**src/rtl/cap_timer_pkg.sv**
```systemverilog
package cap_timer_pkg;
  localparam int TMR_W  = 16;
  localparam int BYTE_W = 8;

  typedef enum logic [1:0] {
    EDGE_OFF  = 2'b00,
    EDGE_RISE = 2'b01,
    EDGE_FALL = 2'b10,
    EDGE_ANY  = 2'b11
  } edge_sel_e;

  typedef struct packed {
    logic      flag;
    logic      ie;
    logic      mode_b;
    logic      mode_a;
    edge_sel_e edge_sel;
    logic      tgl;
    logic      maxed;
  } ch_stat_t;
endpackage

```
**src/rtl/cap_sync.sv**
```systemverilog
module cap_sync #(
  parameter int STAGES = 2
) (
  input  logic clk,
  input  logic rst,
  input  logic pin,
  output logic rise,
  output logic fall
);
  logic [STAGES-1:0] chain;
  logic              prev;

  always_ff @(posedge clk) begin
    if (rst) begin
      chain <= '0;
      prev  <= 1'b0;
    end else begin
      chain <= {chain[STAGES-2:0], pin};
      prev  <= chain[STAGES-1];
    end
  end

  assign rise = chain[STAGES-1] & ~prev;
  assign fall = ~chain[STAGES-1] & prev;
endmodule

```
**src/rtl/cap_timebase.sv**
```systemverilog
module cap_timebase #(
  parameter int PS_W   = 3,
  parameter int CNT_W  = 16,
  parameter int STAGES = 2,
  localparam int EXT_CODE = (1 << PS_W) - 1,
  localparam int PRE_W    = EXT_CODE - 1
) (
  input  logic             clk,
  input  logic             rst,
  input  logic [PS_W-1:0]  ps,
  input  logic             ext_pin,
  output logic             tick,
  output logic [CNT_W-1:0] cnt
);
  logic [PRE_W-1:0] pre;
  logic [PRE_W-1:0] mask;
  logic             ext_rise;
  logic             ext_fall;

  cap_sync #(.STAGES(STAGES)) u_ext_sync (
    .clk(clk), .rst(rst), .pin(ext_pin), .rise(ext_rise), .fall(ext_fall)
  );

  always_comb begin
    mask = '0;
    for (int k = 0; k < PRE_W; k++) begin
      if (k < int'(ps)) mask[k] = 1'b1;
    end
    if (int'(ps) == EXT_CODE) tick = ext_rise;
    else                      tick = ((pre & mask) == mask);
  end

  always_ff @(posedge clk) begin
    if (rst) begin
      pre <= '0;
      cnt <= '0;
    end else begin
      pre <= pre + 1'b1;
      if (tick) cnt <= cnt + 1'b1;
    end
  end

  logic unused_fall;
  assign unused_fall = ext_fall;
endmodule

```
**src/rtl/cap_channel.sv**
```systemverilog
module cap_channel
  import cap_timer_pkg::*;
#(
  parameter int    STAGES  = 2,
  parameter bit    HAS_MSB = 1'b1
) (
  input  logic              clk,
  input  logic              rst,
  input  logic              pin,
  input  logic [TMR_W-1:0]  cnt,
  input  logic              wr_stat,
  input  logic              rd_stat,
  input  logic [BYTE_W-1:0] wdata,
  output logic [BYTE_W-1:0] stat,
  output logic [TMR_W-1:0]  cap,
  output logic              evt
);
  ch_stat_t st;
  logic     arm;
  logic     rise;
  logic     fall;
  logic     flag_nxt;

  cap_sync #(.STAGES(STAGES)) u_sync (
    .clk(clk), .rst(rst), .pin(pin), .rise(rise), .fall(fall)
  );

  always_comb begin
    unique case (st.edge_sel)
      EDGE_RISE: evt = rise;
      EDGE_FALL: evt = fall;
      EDGE_ANY:  evt = rise | fall;
      default:   evt = 1'b0;
    endcase
    flag_nxt = st.flag;
    if (wr_stat && arm && !wdata[7]) flag_nxt = 1'b0;
    if (evt) flag_nxt = 1'b1;
  end

  always_ff @(posedge clk) begin
    if (rst) begin
      st  <= '0;
      arm <= 1'b0;
    end else begin
      st.flag <= flag_nxt;
      if (wr_stat) begin
        st.ie       <= wdata[6];
        st.mode_b   <= HAS_MSB ? wdata[5] : 1'b0;
        st.mode_a   <= wdata[4];
        st.edge_sel <= edge_sel_e'(wdata[3:2]);
        st.tgl      <= wdata[1];
        st.maxed    <= wdata[0];
        arm         <= 1'b0;
      end else if (rd_stat && st.flag) begin
        arm <= 1'b1;
      end
    end
  end

  always_ff @(posedge clk) begin
    if (evt) cap <= cnt;
  end

  assign stat = st;
endmodule

```
**src/rtl/cap_timer.sv**
```systemverilog
module cap_timer
  import cap_timer_pkg::*;
#(
  parameter int NUM_CH = 4,
  parameter int PS_W   = 3,
  parameter int STAGES = 2,
  localparam int ADDR_W = $clog2((NUM_CH + 1) * 4)
) (
  input  logic              clk,
  input  logic              rst,
  input  logic [ADDR_W-1:0] addr,
  input  logic [7:0]        wdata,
  input  logic              wr_en,
  input  logic              rd_en,
  output logic [7:0]        rdata,
  input  logic              ext_clk_pin,
  input  logic [NUM_CH-1:0] cap_pin,
  output logic              irq
);
  localparam int SEL_W = ADDR_W - 2;

  logic [PS_W-1:0]   ps_q;
  logic              cnt_tick;
  logic [TMR_W-1:0]  cnt_val;
  logic [NUM_CH-1:0] st_hit;
  logic [NUM_CH-1:0] st_wr;
  logic [NUM_CH-1:0] st_rd;
  logic [NUM_CH-1:0] ch_evt;
  logic [NUM_CH-1:0] ch_flag;
  logic [NUM_CH-1:0] ch_ie;
  logic [7:0]        ch_stat [NUM_CH];
  logic [TMR_W-1:0]  ch_cap  [NUM_CH];
  logic [7:0]        rd_mux;

  cap_timebase #(.PS_W(PS_W), .CNT_W(TMR_W), .STAGES(STAGES)) u_tb (
    .clk(clk), .rst(rst), .ps(ps_q), .ext_pin(ext_clk_pin),
    .tick(cnt_tick), .cnt(cnt_val)
  );

  for (genvar i = 0; i < NUM_CH; i++) begin : g_ch
    assign st_hit[i]  = (addr[ADDR_W-1:2] == SEL_W'(i + 1)) && (addr[1:0] == 2'd0);
    assign st_wr[i]   = wr_en && st_hit[i];
    assign st_rd[i]   = rd_en && st_hit[i];
    assign ch_flag[i] = ch_stat[i][7];
    assign ch_ie[i]   = ch_stat[i][6];

    cap_channel #(.STAGES(STAGES), .HAS_MSB(i != NUM_CH - 1)) u_ch (
      .clk(clk), .rst(rst), .pin(cap_pin[i]), .cnt(cnt_val),
      .wr_stat(st_wr[i]), .rd_stat(st_rd[i]), .wdata(wdata),
      .stat(ch_stat[i]), .cap(ch_cap[i]), .evt(ch_evt[i])
    );
  end

  always_comb begin
    rd_mux = '0;
    if (addr[ADDR_W-1:2] == '0) begin
      unique case (addr[1:0])
        2'd0:    rd_mux = 8'(ps_q);
        2'd1:    rd_mux = cnt_val[15:8];
        2'd2:    rd_mux = cnt_val[7:0];
        default: rd_mux = '0;
      endcase
    end else begin
      for (int i = 0; i < NUM_CH; i++) begin
        if (addr[ADDR_W-1:2] == SEL_W'(i + 1)) begin
          unique case (addr[1:0])
            2'd0:    rd_mux = ch_stat[i];
            2'd1:    rd_mux = ch_cap[i][15:8];
            2'd2:    rd_mux = ch_cap[i][7:0];
            default: rd_mux = '0;
          endcase
        end
      end
    end
  end

  always_ff @(posedge clk) begin
    if (rst) begin
      ps_q  <= '0;
      rdata <= '0;
      irq   <= 1'b0;
    end else begin
      irq <= |(ch_flag & ch_ie);
      if (rd_en) rdata <= rd_mux;
      if (wr_en && addr == '0) ps_q <= wdata[PS_W-1:0];
    end
  end
endmodule

```
**config.mk**
```make
export PLATFORM = sky130hd
export DESIGN_NAME = cap_timer
export DESIGN_NICKNAME = d
export VERILOG_FILES = /design/src/rtl/cap_timer_pkg.sv /design/src/rtl/cap_sync.sv /design/src/rtl/cap_timebase.sv /design/src/rtl/cap_channel.sv /design/src/rtl/cap_timer.sv
export SDC_FILE = /design/constraint.sdc
export NUM_CORES = 1
export LEC_CHECK = 0
export CORE_ASPECT_RATIO = 0.7
export CORE_UTILIZATION = 62
export CTS_BUF_LIST = sky130_fd_sc_hd__clkbuf_2
export DETAILED_ROUTE_END_ITERATION = 10
export PLACE_DENSITY = 0.82
export SLEW_MARGIN = 15
export SYNTH_ARGS = -nofsm -noshare
export SYNTH_HDL_FRONTEND = slang
export SYNTH_SLANG_ARGS = --single-unit
```
**constraint.sdc**
```tcl
create_clock -name clk -period 2.9 [get_ports clk]
set_input_delay 0.58 -clock clk [delete_from_list [all_inputs] [get_ports clk]]
set_output_delay 0.58 -clock clk [all_outputs]
set_load 0.02 [all_outputs]
```
* Word level (Yosys, flattened, before mapping)
Cells that the tools add are included. W data, S select, Z words.
Storage, ports and cells: flip-flop bits (word level) 148, latch bits 0, bits in writable memories 0, bits in read-only memories 0, memories kept 0
Operators by class: add/sub/neg operators 2, multiply operators 0, divide/modulo/power cells 0, $lt $le $gt $ge 6, equal/unequal tests 20, shift operators 0, multiplexer cells 29, bitwise operators 24, reductions and logical operators 38
Operators with widths (number):
- $pmux W8 S3 | 5
- $mux W8 | 5
- $logic_and A1 B1 Y1 | 25
- $eq A2 B2 Y1 const B | 9
- $add A16 B1 Y16 const B | 1
- $mux W1 | 15
- $pmux W1 S3 | 4
- $eq A2 B1 Y1 const B | 5
- $and A1 B1 Y1 | 9
- $not A1 Y1 | 9
- $reduce_bool A2 Y1 | 4
- $reduce_or A2 Y1 | 4
- $add A6 B1 Y6 const B | 1
- $and A6 B6 Y6 | 1
- $eq A3 B1 Y1 const B | 2
- $eq A3 B2 Y1 const B | 2
- $eq A6 B6 Y1 | 1
- $lt A1 B3 Y1 const A | 2
- $lt A2 B3 Y1 const A | 2
- $lt A3 B3 Y1 const A | 2
- $logic_not A5 Y1 | 1
- $and A4 B4 Y4 | 1
- $or A1 B1 Y1 | 4
- $reduce_or A4 Y1 | 1
- 4 further kinds | 4

* Depth between registers and ports, before layout
Gate-level depths: netlist (run 1).
depth after elaboration 7, gate-level depth with buffers 8, depth with buffers taken out 7

* Modules after synthesis
From an unflattened synthesis (run 1), not the netlist that was laid out.
Unflattened totals: cells, all modules 572, area total of the unflattened synthesis 6303.5 sq um
By module, submodules not included:
- cap_channel (g_ch[0].u_ch ...) | times used 3, cells each 48, area an instance 814.5 sq um, seq. area each 660.6 sq um
- cap_timer | times used 1, cells each 217, area an instance 1580.3 sq um, seq. area each 240.2 sq um
- cap_timebase | times used 1, cells each 124, area an instance 1031.0 sq um, seq. area each 440.4 sq um
- cap_channel (g_ch[3].u_ch) | times used 1, cells each 47, area an instance 792.0 sq um, seq. area each 640.6 sq um
- cap_sync | times used 5, cells each 8, area an instance 91.3 sq um, seq. area each 60.1 sq um

* Least setup slack after synthesis (run 1)
No wires, ideal clock.
path kind register to register, start point register g_ch[0].u_ch.u_sync.chain[1], end point register g_ch[0].u_ch.cap[0], enable pin, library setup time 0.414 ns, arrival time 1.765 ns, required time 2.486 ns, path slack 0.722 ns, stages on the path, launching flop included 5, clock period less this slack 2.178 ns, cells stage by stage dfxtp_1 inv_1 ha_1 nand2_1 o21ai_0
On the way: cells in the longest elaborated chain, start to end 4, elaborated cells on any way between the ends 5
RTL lines:
- start, declared | line cap_sync.sv:10 | logic [STAGES-1:0] chain;
- start signal, assigned | line cap_sync.sv:18 | chain <= {chain[STAGES-2:0], pin};
- $not A1 Y1 | line cap_sync.sv:24 | assign fall = ~chain[STAGES-1] & prev;
- $and A1 B1 Y1 | line cap_sync.sv:24
- $or A1 B1 Y1 | line cap_channel.sv:32 | EDGE_ANY: evt = rise | fall;
- $pmux W1 S3 * | line cap_channel.sv:29 | unique case (st.edge_sel)
- via g_ch[0].u_ch.evt | line cap_channel.sv:16 | output logic evt
- end signal, assigned | line cap_channel.sv:61 | if (evt) cap <= cnt;
- end, declared | line cap_channel.sv:15 | output logic [TMR_W-1:0] cap,
Mark *: on every way through the listed nets, which the timed path passes. The rest lies on a longest branch. A chain may end at the register's enable or synchronous reset.

* Final worst setup path (run 1)
start point register rdata[0], end point output rdata[0]
RTL lines:
- start, declared | line cap_timer.sv:15 | output logic [7:0] rdata,
- start signal, assigned | line cap_timer.sv:84 | if (rd_en) rdata <= rd_mux;
No word-level cell between the ends.

==> summary.txt, run 1 <==
Hold_buf cts: 0
Crit path time final: 2317 ps
Placed cell count: 779
Reg power frac: 0.613
Inserted Clock Buffers: 17
Number of synthesized flops with an enable pin: 64
Seq/Total Area, Yosys: 0.5449
CTS tree: built
Final setup viols: 0
Row cnt: 31
Crit-path slowest cell: clkdlybuf4s50_1
CP top delay family: buffers and inverters
Initial antenna violation count: 0
Hold crit path type: in -> reg
Startpoint Class: flip-flop
RSZ-0062 raised after global routing: false
Failing checks: DRC
# nets final: 698
WP data required: 2320 ps
Vias in the first global route: 4853
H-tree depth: 4
CP endpoint kind: output port
Yosys reg bits: 148
Final WL: 16800 µm
Final ANT Viol Nets: 0
Post-Synthesis Cell Area: 0.006613 mm²
Synthesized Nets: 663
Routed vias: 5176
Clock root buffer: clkbuf_2
Crit path largest cell delay: 620 ps
Worst path bufs/invs: 1
Gr usage total: 0.3159
TritonRoute pass-1 iters: 9
Total core area: 0.01036 mm²
Power density over cell area: 497.3 mW/mm²
Critical Path, Cell by Cell: clkdlybuf4s50_1
Main synth FF type: dfxtp_1
Max-cap violation count: 0
Post-CTS setup buffers: 0
Clk_skew: 31.17 ps
Clock share of power: 0.309
Routed WL per cell: 20.72 µm
First-pass GRT wire length: 26030 µm
Leak: 2.700 nW
Post-DP Area: 0.007057 mm²
F_max: 431.6 MHz
Hold WS: 318.1 ps
Die width: 125.4 µm
# resized after CTS: 0
Fillers: 768
GRT overflow: 0
Final core utilization: 0.7021
Vias/cell: 6.382
Die area: 0.01109 mm²
Initial DRC Count: 609
Critical path fanouts, max: 3
Slew @ Worst Pin: 946.5 ps
Ys Warns: 0
WS Path Type: reg -> out
Commonest non-fill, non-tap cell in the layout: dfxtp_1
NetSw: 0.9191 mW
Largest net degree at the start of global routing: 51
Max Transition Viols Final: 0
Max VDD drop: 0.0004140 V
Share of cells above drive strength 1: 0.1163
Yosys cell types: 55
Post-synthesis async set-or-reset flop share: 0
Status: finished with violations
Mapped Cells: 631
Final setup TNS: 0 ps
Combinational Power Share: 0.078
Routability Congestion: 0.8963
CTS Sinks: 148
Clk_lat worst skew: 710 ps
Non-Filler Instances: 811
PortBufs: 30
Period utilization: 0.7989
Rel. slew slack: 0.3675
Starting Density: 0.6385
Final Hold Fails: 0
Syn Area/Cell: 10.48 µm²
Internal Pwr Total: 2.697 mW
Post-route design area: 0.007271 mm²
Clock transition at path regs: 200 ps
N_diodes: 0
DIE HEIGHT: 88.41 µm
Clock Tree Buf Depth: 2
Io pins: 31
CP arrival: 1740 ps
DRC violations left: 4
Most frequent cells in the layout: 84 x dfxtp_1, 64 x edfxtp_1, 61 x nand2_1
HPWL after DPL: 11570 µm
Synthesis-to-finish area growth: 9.953%
Sw frac: 0.2542
path summary, 6_finish.rpt:
check        cells past startpoint  slack, ps                          from                            to
max                              1        580                      rdata[0]                      rdata[0]
min reg2reg                      1        460  g_ch[0].u_ch.u_sync.chain[0]  g_ch[0].u_ch.u_sync.chain[1]
max reg2reg                      5        890  g_ch[1].u_ch.u_sync.chain[1]          g_ch[1].u_ch.cap[12]
min                              2        320                           rst                   u_tb.pre[3]
cells in the mapped netlist (all sizes together), types with 2 or more instances:
library cell,number,area [µm²]
nand2,61,229.0
ha,10,125.1
a22o,3,26.28
nand3b,5,37.54
o2111ai,3,26.28
or3,2,12.51
dfxtp,84,1682
buf,23,150.1
a311oi,2,17.52
a2111oi,4,35.03
a31oi,10,62.56
nor2b,35,221.5
inv,17,63.81
and2,8,50.05
nor3,10,50.05
a211o,2,17.52
and3,4,25.02
nor3b,3,27.52
o32ai,2,17.52
nor2,50,187.7
edfxtp,64,1922
nand4,9,56.30
xnor2,2,17.52
mux2,22,247.7
nand3,18,90.09
mux2i,28,280.3
a221oi,4,35.03
a211oi,4,35.03
a221o,12,121.4
a22oi,8,60.06
nand2b,6,37.54
a21oi,55,305.3
clkbuf,15,56.30
o21ai,27,135.1
o2bb2ai,6,52.55
o211ai,4,30.03
final cells by class:
cell class                 count  area, µm²  share of cell area
tap                          132      165.2             0.02272
sequential                   148       3603              0.4956
multi-input combinational    428       2739              0.3767
clock inverter                12      113.9             0.01566
timing repair buffer          54      485.5             0.06677
clock buffer                  20      100.1             0.01377
inverter                      17      63.81            0.008776
state kept, by name, summed over array words and instances (netlist names):
name	flops
g_ch.u_ch.arm	4
g_ch.u_ch.cap	64
g_ch.u_ch.stat	31
g_ch.u_ch.u_sync.chain	8
g_ch.u_ch.u_sync.prev	4
irq	1
ps_q	3
rdata	8
u_tb.cnt	16
u_tb.pre	6
u_tb.u_ext_sync.chain	2
u_tb.u_ext_sync.prev	1
metal layers:
layer	track usage	part of all wire	vias to the layer above
met5	0	0	-
met4	0.1120	0.021	0
met3	0.08283	0.086	37
met2	0.5187	0.47	258
met1	0.4115	0.43	2508
li1	-	-	2373
power groups by stage:
stage          Sequential, mW  Clock (mW)  Combinational (mW)
3_5_place_dp             2.26           0               0.276
3_3_place_gp             2.26           0               0.272
2_1_floorplan            2.26           0               0.167
4_1_cts                  2.21        1.12               0.277
5_1_grt                  2.22        1.22               0.303
6_report                 2.22        1.12               0.282
stage by stage:
stage                     worst slack (ps)  power (mW)
after floorplan                      721.7       2.423
after global placement               329.5       2.527
final                                583.3       3.616
after detailed placement             289.6       2.534
after CTS                            579.4       3.609
after global routing                 500.3       3.742
logic make-up (layout without fill, tap and decap cells):
kind of cell	Yosys count	in the layout	share of synthesized area
xor gates and xnor gates	3	3	0.003974
and+or+nand+nor	216	216	0.1605
adders and majority gates	10	10	0.01892
muxes	50	50	0.07985
buffers and inverters	55	103	0.04087
DFF	148	148	0.5449
AOI/OAI and AO/OA	149	149	0.1510
Power figures use the tool's default switching activity.
==> inputs of run 2 (changes only) <==
- CORE_UTILIZATION: 62 -> 56
- PLACE_DENSITY: 0.82 -> 0.78
- clock period: 2.9 -> 2.1 ns (I/O delays scaled with it)
==> run 2 against run 1 <==
The flow now finishes without violations. Critical path depth increased by 4. Largest cell class unchanged. Core utilization decreased by 1.8 points. Flip-flop and latch count unchanged. Critical endpoint is now u_tb.cnt[6]. Final cell count increased by 8.1%. Worst hold slack got worse by 94 ps. Combinational power increased by 60%. Final area increased by 5.9%.
==> summary.txt, run 2 (synthesis results as in run 1) <==
HPWL after DPL: 12380 µm
Max reg flops: 64
GRT overflow: 0
Hold WS: 224.5 ps
Post-route design area: 0.007699 mm²
Share of cells above drive strength 1: 0.1768
Row cnt: 32
Slew @ Worst Pin: 489.7 ps
Crit-path slowest cell: a221o_2
Max-cap violation count: 0
Vias/cell: 5.957
Routability Congestion: 0.9162
Die area: 0.01225 mm²
Crit path from: ps_q[2]
Crit path time final: 1952 ps
Leak: 2.999 nW
Final core utilization: 0.6843
Worst Hold Depth: 2
DIE HEIGHT: 92.92 µm
H-tree depth: 4
Status: finished, final reports clean
Starting Density: 0.5877
Max VDD drop: 0.0005072 V
Commonest non-fill, non-tap cell in the layout: dfxtp_1
Startpoint Class: flip-flop
Clock root buffer: clkbuf_2
RSZ-0062 raised after global routing: false
Final setup viols: 0
Rel. slew slack: 0.6731
Clk_lat worst skew: 710 ps
Setup slack at placement: -190.0 ps
CTS tree: built
CP arrival: 2560 ps
Die width: 131.9 µm
Synthesis-to-finish area growth: 16.42%
Most flop-heavy register: g_ch.u_ch.cap
WS Path Type: reg -> reg
Routed vias: 5224
Max Transition Viols Final: 0
Worst r2r path cells: 5
Clock Tree Buf Depth: 2
Post-CTS setup buffers: 0
WP data required: 2710 ps
F_max: 512.4 MHz
PortBufs: 30
Most frequent cells in the layout: 84 x dfxtp_1, 67 x buf_4, 64 x edfxtp_1
CTS Sinks: 148
Critical path fanouts, max: 15
Placed cell count: 844
TritonRoute pass-1 iters: 5
Final setup TNS: 0 ps
Clk_skew: 36.46 ps
Hold crit path type: in -> reg
Gr usage total: 0.2981
Final WL: 17130 µm
Largest net degree at the start of global routing: 73
Initial DRC Count: 352
Io pins: 31
# nets final: 743
Clock transition at path regs: 220 ps
Hold Path Origin: cap_pin[3]
N_diodes: 0
Vias in the first global route: 5210
First-pass GRT wire length: 27090 µm
Period utilization: 0.9294
Final ANT Viol Nets: 0
DRC violations left: 0
Reg2reg start: ps_q[2]
Power density over cell area: 693.0 mW/mm²
Overall power: 5.335 mW
Critical Path, Cell by Cell: and3b_1 -> a31oi_1 -> a221o_2 -> a21oi_1 -> mux2_2
Routed WL per cell: 19.53 µm
Non-Filler Instances: 877
Inserted Clock Buffers: 17
Final WS setup: 148.2 ps
Initial antenna violation count: 0
Final Hold Fails: 0
CP endpoint kind: flip-flop
Fillers: 884
Crit path largest cell delay: 570 ps
Total core area: 0.01125 mm²
Post-DP Area: 0.007426 mm²
[run 2: cell count changes in the layout (fill, tap and decap cells not counted), sizes merged]
cell           previous run  this run
dlygate4sd3               0         1
clkbuf                   20        19
clkdlybuf4s50            28        19
inv                      17        21
dlygate4sd2               0         9
bufinv                    2         4
clkinv                    9         4
buf                      26        70
[run 2: what timing repair did]
| action | in CTS | in global routing |
|---|---|---|
| hold buffers | 1 | 0 |
| resized for setup | 9 | 0 |
| endpoints found under the setup margin | 9 | 0 |
| endpoints found under the hold margin | 4 | 0 |
[run 2: path summary, 6_finish.rpt]
path                                   to  slack, ps
min reg2reg  g_ch[1].u_ch.u_sync.chain[1]        460
max                           u_tb.cnt[6]        150
max reg2reg                   u_tb.cnt[6]        150
min          g_ch[3].u_ch.u_sync.chain[0]        220
[run 2: area by class of cell]
| cell class | instances | area [µm²] | share of cell area |
|---|---|---|---|
| Sequential cell | 148 | 3603 | 0.4681 |
| Multi-Input combinational cell | 428 | 2739 | 0.3558 |
| Timing Repair Buffer | 99 | 827.0 | 0.1074 |
| Tap cell | 153 | 191.4 | 0.02487 |
| Clock inverter | 13 | 178.9 | 0.02324 |
| Clock buffer | 19 | 95.09 | 0.01235 |
| Inverter | 17 | 63.81 | 0.008289 |
[run 2: critical path: cells and delay by family (launching register included)]
kind               cells  cell delay, ps
and+or+nand+nor        1             240
muxes                  1             340
AOI/OAI and AO/OA      3             840
DFF                    1             440
[run 2: per-layer routing]
metal / vias to the layer above / share of wire / GRT usage / wire length [µm]
met5: - / 0 / 0 / 0
met4: 0 / 0.017 / 0.09787 / 291
met3: 26 / 0.085 / 0.07334 / 1452
met2: 242 / 0.47 / 0.4828 / 7982
met1: 2505 / 0.43 / 0.3928 / 7404
li1: 2451 / - / - / -
[run 2: power by group]
group | internal, mW | switching (mW) | total [mW]
combinational | 0.201 | 0.248 | 0.450
clock | 0.795 | 1.04 | 1.84
sequential | 3.02 | 0.0262 | 3.05
